===== src/rtl/dfas_pkg.sv =====
// Shared constants and mode decoding for the dual-field adder-subtractor.
// Assumes the lookahead tree is always three levels of 4-wide groups.
package dfas_pkg;
    localparam int GRP    = 4;
    localparam int LEVELS = 3;
    localparam int MAX_W  = GRP ** LEVELS;

    typedef enum logic [1:0] {
        MODE_POLY  = 2'd0,
        MODE_PLAIN = 2'd1,
        MODE_MOD   = 2'd2
    } dfas_mode_e;

    // Map the field select and conversion select onto one arithmetic mode.
    function automatic dfas_mode_e decode_mode(input logic fsel, input logic conv);
        if (!fsel)
            return MODE_POLY;
        else if (conv)
            return MODE_MOD;
        else
            return MODE_PLAIN;
    endfunction
endpackage


===== src/rtl/dfas_lcg.sv =====
// Four-wide lookahead carry generator. It takes transfer and generate terms
// and a carry in. It gives the carry into each position and the group's
// transfer and generate terms. Purely combinational.
module dfas_lcg (
    input  logic [3:0] t_in,
    input  logic [3:0] g_in,
    input  logic       c_in,
    output logic [3:0] c_out,
    output logic       t_grp,
    output logic       g_grp
);
    // Flat two-level carry equations for the four positions.
    always_comb begin
        c_out[0] = c_in;
        c_out[1] = g_in[0] | (t_in[0] & c_in);
        c_out[2] = g_in[1] | (t_in[1] & g_in[0]) | (t_in[1] & t_in[0] & c_in);
        c_out[3] = g_in[2] | (t_in[2] & g_in[1]) | (t_in[2] & t_in[1] & g_in[0])
                 | (t_in[2] & t_in[1] & t_in[0] & c_in);
    end

    // Group terms passed to the next lookahead level.
    always_comb begin
        t_grp = &t_in;
        g_grp = g_in[3] | (t_in[3] & g_in[2]) | (t_in[3] & t_in[2] & g_in[1])
              | (t_in[3] & t_in[2] & t_in[1] & g_in[0]);
    end
endmodule


===== src/rtl/dfas_cla.sv =====
// W-bit carry-lookahead adder with a carry-kill control. When carry_en is 0
// every generate, transfer and carry-in term is forced low, so the sum
// becomes a ^ b. Operands are padded to MAX_W for a three-level tree.
// Assumes W <= MAX_W.
module dfas_cla #(
    parameter int W = 18
) (
    input  logic [W-1:0] a,
    input  logic [W-1:0] b,
    input  logic         cin,
    input  logic         carry_en,
    output logic [W-1:0] sum,
    output logic         cout
);
    import dfas_pkg::*;

    localparam int PW = MAX_W;
    localparam int N1 = PW / GRP;
    localparam int N2 = N1 / GRP;

    logic [PW-1:0] t_b, g_b;
    logic [W-1:0]  p_b;
    logic          cin_k;
    logic [PW:0]   cb;
    logic [N1-1:0] t1, g1, cg1;
    logic [N2-1:0] t2, g2, cg2;
    logic          t3, g3;

    // Per-bit half-sum, generate and transfer terms, gated by the kill control.
    always_comb begin
        t_b   = '0;
        g_b   = '0;
        p_b   = a ^ b;
        cin_k = cin & carry_en;
        t_b[W-1:0] = (a | b) & {W{carry_en}};
        g_b[W-1:0] = (a & b) & {W{carry_en}};
    end

    for (genvar k = 0; k < N1; k++) begin : g_lvl1
        dfas_lcg u_lcg (
            .t_in  (t_b[GRP*k +: GRP]),
            .g_in  (g_b[GRP*k +: GRP]),
            .c_in  (cg1[k]),
            .c_out (cb[GRP*k +: GRP]),
            .t_grp (t1[k]),
            .g_grp (g1[k])
        );
    end

    for (genvar j = 0; j < N2; j++) begin : g_lvl2
        dfas_lcg u_lcg (
            .t_in  (t1[GRP*j +: GRP]),
            .g_in  (g1[GRP*j +: GRP]),
            .c_in  (cg2[j]),
            .c_out (cg1[GRP*j +: GRP]),
            .t_grp (t2[j]),
            .g_grp (g2[j])
        );
    end

    dfas_lcg u_lvl3 (
        .t_in  (t2),
        .g_in  (g2),
        .c_in  (cin_k),
        .c_out (cg2),
        .t_grp (t3),
        .g_grp (g3)
    );

    // Carry out of the whole padded tree.
    assign cb[PW] = g3 | (t3 & cin_k);

    // Sum bits and the carry out of the top used position.
    assign sum  = p_b ^ cb[W-1:0];
    assign cout = cb[W];

    if (W < PW) begin : g_pad
        logic pad_unused;
        assign pad_unused = ^cb[PW:W+1];
    end
endmodule


===== src/rtl/dfas_pick.sv =====
// Chooses between the raw value and the corrected value. Modular add takes
// the value minus the modulus unless that borrows; the raw 33rd-style carry
// counts as "no borrow". Modular subtract adds the modulus back when the raw
// difference borrowed. Other modes pass the raw value through.
module dfas_pick #(
    parameter int W = 18
) (
    input  dfas_pkg::dfas_mode_e mode,
    input  logic                 sub,
    input  logic [W-1:0]         raw,
    input  logic                 raw_co,
    input  logic [W-1:0]         fix,
    input  logic                 fix_co,
    output logic [W-1:0]         res
);
    import dfas_pkg::*;

    logic use_fix;

    // Decide whether the modulus correction applies.
    always_comb begin
        if (sub)
            use_fix = ~raw_co;
        else
            use_fix = raw_co | fix_co;
    end

    // Final selection by mode.
    always_comb begin
        if (mode == MODE_MOD && use_fix)
            res = fix;
        else
            res = raw;
    end
endmodule


===== src/rtl/dual_field_addsub.sv =====
// Dual-field adder-subtractor. Its modes are GF(2) polynomial addition,
// wrapping binary add or subtract, and add or subtract modulo a channel
// modulus. In modular mode both operands are assumed below the modulus.
// With REG_OUT=1 the result is registered with a synchronous active-low reset.
module dual_field_addsub #(
    parameter int DIG_W   = 8,
    parameter int LANES   = 4,
    parameter bit REG_OUT = 1'b1,
    localparam int W      = 2 * DIG_W + $clog2(LANES)
) (
    input  logic         clk,
    input  logic         rst_n,
    input  logic         fsel,
    input  logic         conv_mode,
    input  logic         sub,
    input  logic [W-1:0] op_a,
    input  logic [W-1:0] op_b,
    input  logic [W-1:0] modulus,
    output logic [W-1:0] result
);
    import dfas_pkg::*;

    dfas_mode_e  mode;
    logic        int_sub;
    logic [W-1:0] b_eff, m_eff;
    logic [W-1:0] raw_s, fix_s, res_comb;
    logic        raw_co, fix_co;

    // Operand conditioning for both adders.
    always_comb begin
        mode    = decode_mode(fsel, conv_mode);
        int_sub = sub & fsel;
        b_eff   = op_b ^ {W{int_sub}};
        m_eff   = sub ? modulus : ~modulus;
    end

    dfas_cla #(.W(W)) u_main (
        .a        (op_a),
        .b        (b_eff),
        .cin      (int_sub),
        .carry_en (fsel),
        .sum      (raw_s),
        .cout     (raw_co)
    );

    dfas_cla #(.W(W)) u_fix (
        .a        (raw_s),
        .b        (m_eff),
        .cin      (~sub),
        .carry_en (1'b1),
        .sum      (fix_s),
        .cout     (fix_co)
    );

    dfas_pick #(.W(W)) u_pick (
        .mode   (mode),
        .sub    (sub),
        .raw    (raw_s),
        .raw_co (raw_co),
        .fix    (fix_s),
        .fix_co (fix_co),
        .res    (res_comb)
    );

    if (REG_OUT) begin : g_reg
        // Result register, cleared by reset.
        always_ff @(posedge clk) begin
            if (!rst_n)
                result <= '0;
            else
                result <= res_comb;
        end
    end else begin : g_comb
        assign result = res_comb;
    end
endmodule


===== config.mk =====
export PLATFORM = sky130hd
export DESIGN_NAME = dual_field_addsub
export DESIGN_NICKNAME = d
export VERILOG_FILES = /design/src/rtl/dfas_pkg.sv /design/src/rtl/dfas_lcg.sv /design/src/rtl/dfas_cla.sv /design/src/rtl/dfas_pick.sv /design/src/rtl/dual_field_addsub.sv
export SDC_FILE = /design/constraint.sdc
export NUM_CORES = 1
export LEC_CHECK = 0
export BUFFER_PORTS_ARGS = -buffer_cell sky130_fd_sc_hd__buf_2
export CAP_MARGIN = 30
export CORE_MARGIN = 5
export CORE_UTILIZATION = 28
export DETAILED_ROUTE_END_ITERATION = 6
export GPL_TIMING_DRIVEN = 0
export PLACE_DENSITY = 0.49
export SYNTH_ARGS = -nofsm -noshare
export SYNTH_HDL_FRONTEND = slang
export SYNTH_SLANG_ARGS = --single-unit

===== constraint.sdc =====
create_clock -name clk -period 6.95 [get_ports clk]
set_input_delay 0.3475 -clock clk [delete_from_list [all_inputs] [get_ports clk]]
set_output_delay 0.3475 -clock clk [all_outputs]
set_load 0.01 [all_outputs]

==> run metrics <==
outcome finished clean; flops & latches, synth 18; Leakage ~0.0021 µW; Post-synth ARST share 0%; worst vdd ir 0.00006173 V; Final Max Slew Viols 0; Setup crit end kind register; CTS Sinks 18; drt first pass iters 4; # IOs 77; clk buf depth 2; number of nets in the layout between 600 and 700; Sum Neg Setup Slack 0 ns; Max Cap Viol 0; met3 WL 267 µm; Synth Area per Inst slightly below 8 µm²; top layer in use met4; Diodes inserted 0; first-pass GRT wire length roughly 14000 µm; Slew headroom about 45%; DRT iter0 DRCs between 60 and 70; post-synth net total 560; worst hold path startpoint rst_n; Antenna Violating Nets Remaining 0; Via density around 4.4; Detailed Place HPWL ~7300 µm; PortBufs 75; initial antenna violation count 0; CTS Hold Bufs 0; starting density of the core between 20% and 30%; CP Max Fanout 19; layout cell share with drive strength beyond 1 between 10% and 20%; GR Overflow Total 0; Required @ worst endpoint approximately 7 ns; CP startpoint kind input pin; Layout area overhead 19.32%; count of cell types in the netlist 49; clk slew on worst S/H paths 0.05 ns; clock root cell clkbuf_16; drt drc 0; register area share after synthesis a little over a tenth; Syn Inst Count about 430; flip-flop count of the largest register after layout 18; M1 WL around 4000 µm; Largest regs result (18); Worst Tran Pin Value 0.8287 ns; HP Class in -> reg; number of synthesized flops with an enable pin 0; CTS tree built; Power Dens Cells 193.4 nW/µm²; Placement Rows 40; Post-Syn Area 3354 µm²; Vert. Die Dim ~120 µm; routed wire length on met2 roughly 4000 µm; DR vias roughly 2900; GP Congestion approximately 0.8; Post-synth top flop dfxtp_1; FILL cells 1260; YS warnings 0; Worst Hold Slack about 0.34 ns; overall routing resource usage between 10% and 20%; largest net degree at the start of global routing 11; Hold Path Depth 2; Final period util 89.14%; Synth area leader ha_1; core area about 12000 µm²; Yosys top cell area share between 20% and 30%; total die area 14270 µm²; RSZ-0062 raised after global routing no; Hold EP result[14]; crit path DAT between 6 and 7 ns; Die X ~120 µm; Setup Viol. Count Final 0; crit path time final about 6.2 ns; per-cell routed wire length between 10 and 15 µm; Total Wirelength approximately 8400 µm; largest reg by FF count result; CTS Buf Count 3; crit path kind in -> reg; vias in the first global route about 3000; H-tree Lvls 1; most area-consuming cells after synthesis ha_1 27%, xnor2_1 15%, dfxtp_1 11%; Highest Clock Rate around 160 MHz; Fin. Hold Viols 0
## how the worst max path moves through the flow
stage | endpoint | start | slack [ns]
after CTS | result[17] | fsel | 0.01
after global routing | result[17] | fsel | 0.16
after global placement | result[17] | fsel | -0.22
after detailed placement | result[17] | fsel | -0.24
final | result[17] | fsel | 0.75
after floorplan | result[12] | fsel | 1.24
## through the flow
| step | total power [µW] | std cells | utilization [%] | setup slack, ns | area (µm²) |
|---|---|---|---|---|---|
| global route | 858.6 | 650 | 33.74 | 0.1580 | 4003 |
| CTS | 789.8 | 651 | 33.74 | 0.01277 | 4003 |
| global placement | 642.2 | 647 | 33.00 | -0.2177 | 3914 |
| finish | 774.3 | 650 | 33.74 | 0.7545 | 4003 |
| detailed placement | 652.4 | 647 | 33.00 | -0.2359 | 3914 |
| floorplan | 521.2 | 425 | - | 1.240 | 3354 |
## Yosys cell counts, drive strengths merged (2+ instances only)
master / count
nand2b: 6
o211ai: 2
nor3: 4
inv: 89
o211a: 2
o31ai: 6
o41ai: 3
nor2b: 10
xor2: 11
dfxtp: 18
xnor2: 57
o21ai: 13
nand3: 2
a221oi: 2
a211oi: 14
fa: 4
a22oi: 2
o21bai: 2
nand2: 14
ha: 72
nor3b: 2
mux2i: 3
nor2: 41
a31oi: 4
mux2: 4
nor4: 2
buf: 5
a21oi: 15
clkbuf: 5
## metal layers
layer / track usage [%] / vias up
met3: 1.187 / 9
li1: - / 1514
met1: 15.58 / 1288
met2: 20.55 / 54
met4: 4.080 / 0
met5: 0 / -
## cell families (layout without fill, tap and decap cells)
logic type	after synthesis	in the layout	share of synthesized area, %
AND/OR/NAND/NOR	86	86	12.01
adder cells (fa/ha/maj)	76	76	29.24
AO/OA/AOI/OAI	70	70	16.08
multiplexers	7	7	2.611
XOR/XNOR	68	68	17.75
buffers and inverters	100	178	11.56
flip-flops	18	18	10.74
## worst max-delay path, stage by stage
cell	delay, ns
buf_2	0.09
clkbuf_1	0.34
clkbuf_2	0.33
nand2_2	0.41
xnor2_1	0.34
inv_1	0.07
ha_1	0.19
or3b_1	0.38
or4_1	0.43
a21oi_2	0.17
nor2_2	0.10
o31ai_1	0.28
a21oi_1	0.11
nor2b_1	0.14
xnor2_1	0.24
ha_1	0.27
inv_1	0.06
a21oi_1	0.18
o21ai_0	0.12
a211o_1	0.33
o31ai_1	0.42
nor2_1	0.15
mux2i_4	0.37
buf_6	0.21
nor2_1	0.06
a211oi_2	0.20
## cell usage in the layout (no fill, tap or decap), types with 4 or more instances in the layout
| cell | instances |
|---|---|
| nor2_1 | 40 |
| nor3_1 | 4 |
| xnor2_1 | 57 |
| xor2_1 | 11 |
| a211oi_1 | 8 |
| mux2_2 | 4 |
| buf_2 | 76 |
| dfxtp_1 | 18 |
| a21oi_1 | 14 |
| ha_1 | 72 |
| a211oi_2 | 6 |
| o21ai_0 | 13 |
| o31ai_1 | 6 |
| nand2b_1 | 6 |
| inv_1 | 89 |
| fa_1 | 4 |
| nor2b_1 | 10 |
| a31oi_1 | 4 |
| nand2_1 | 13 |
## where the power goes
part           internal (µW)  switching [µW]
combinational            227             287
clock                   87.8            42.0
sequential               127            4.34
total                    441             333
## cell type report
type                    count  area [µm²]  area share [%]
clock buffers               4       88.84           2.219
multi-input cells         307        2609           65.18
well taps                 147       183.9           4.595
flip-flops and latches     18       360.3           9.003
plain buffers               9       47.55           1.188
inverters                  90       337.8           8.440
repair buffers             75       375.4           9.378
## repair_timing
item | CTS | global route
resized for setup | 0 | 3
buffers inserted | 0 | 0
endpoints found under the setup margin | 0 | 18
(Power assumes the default switching activity.)
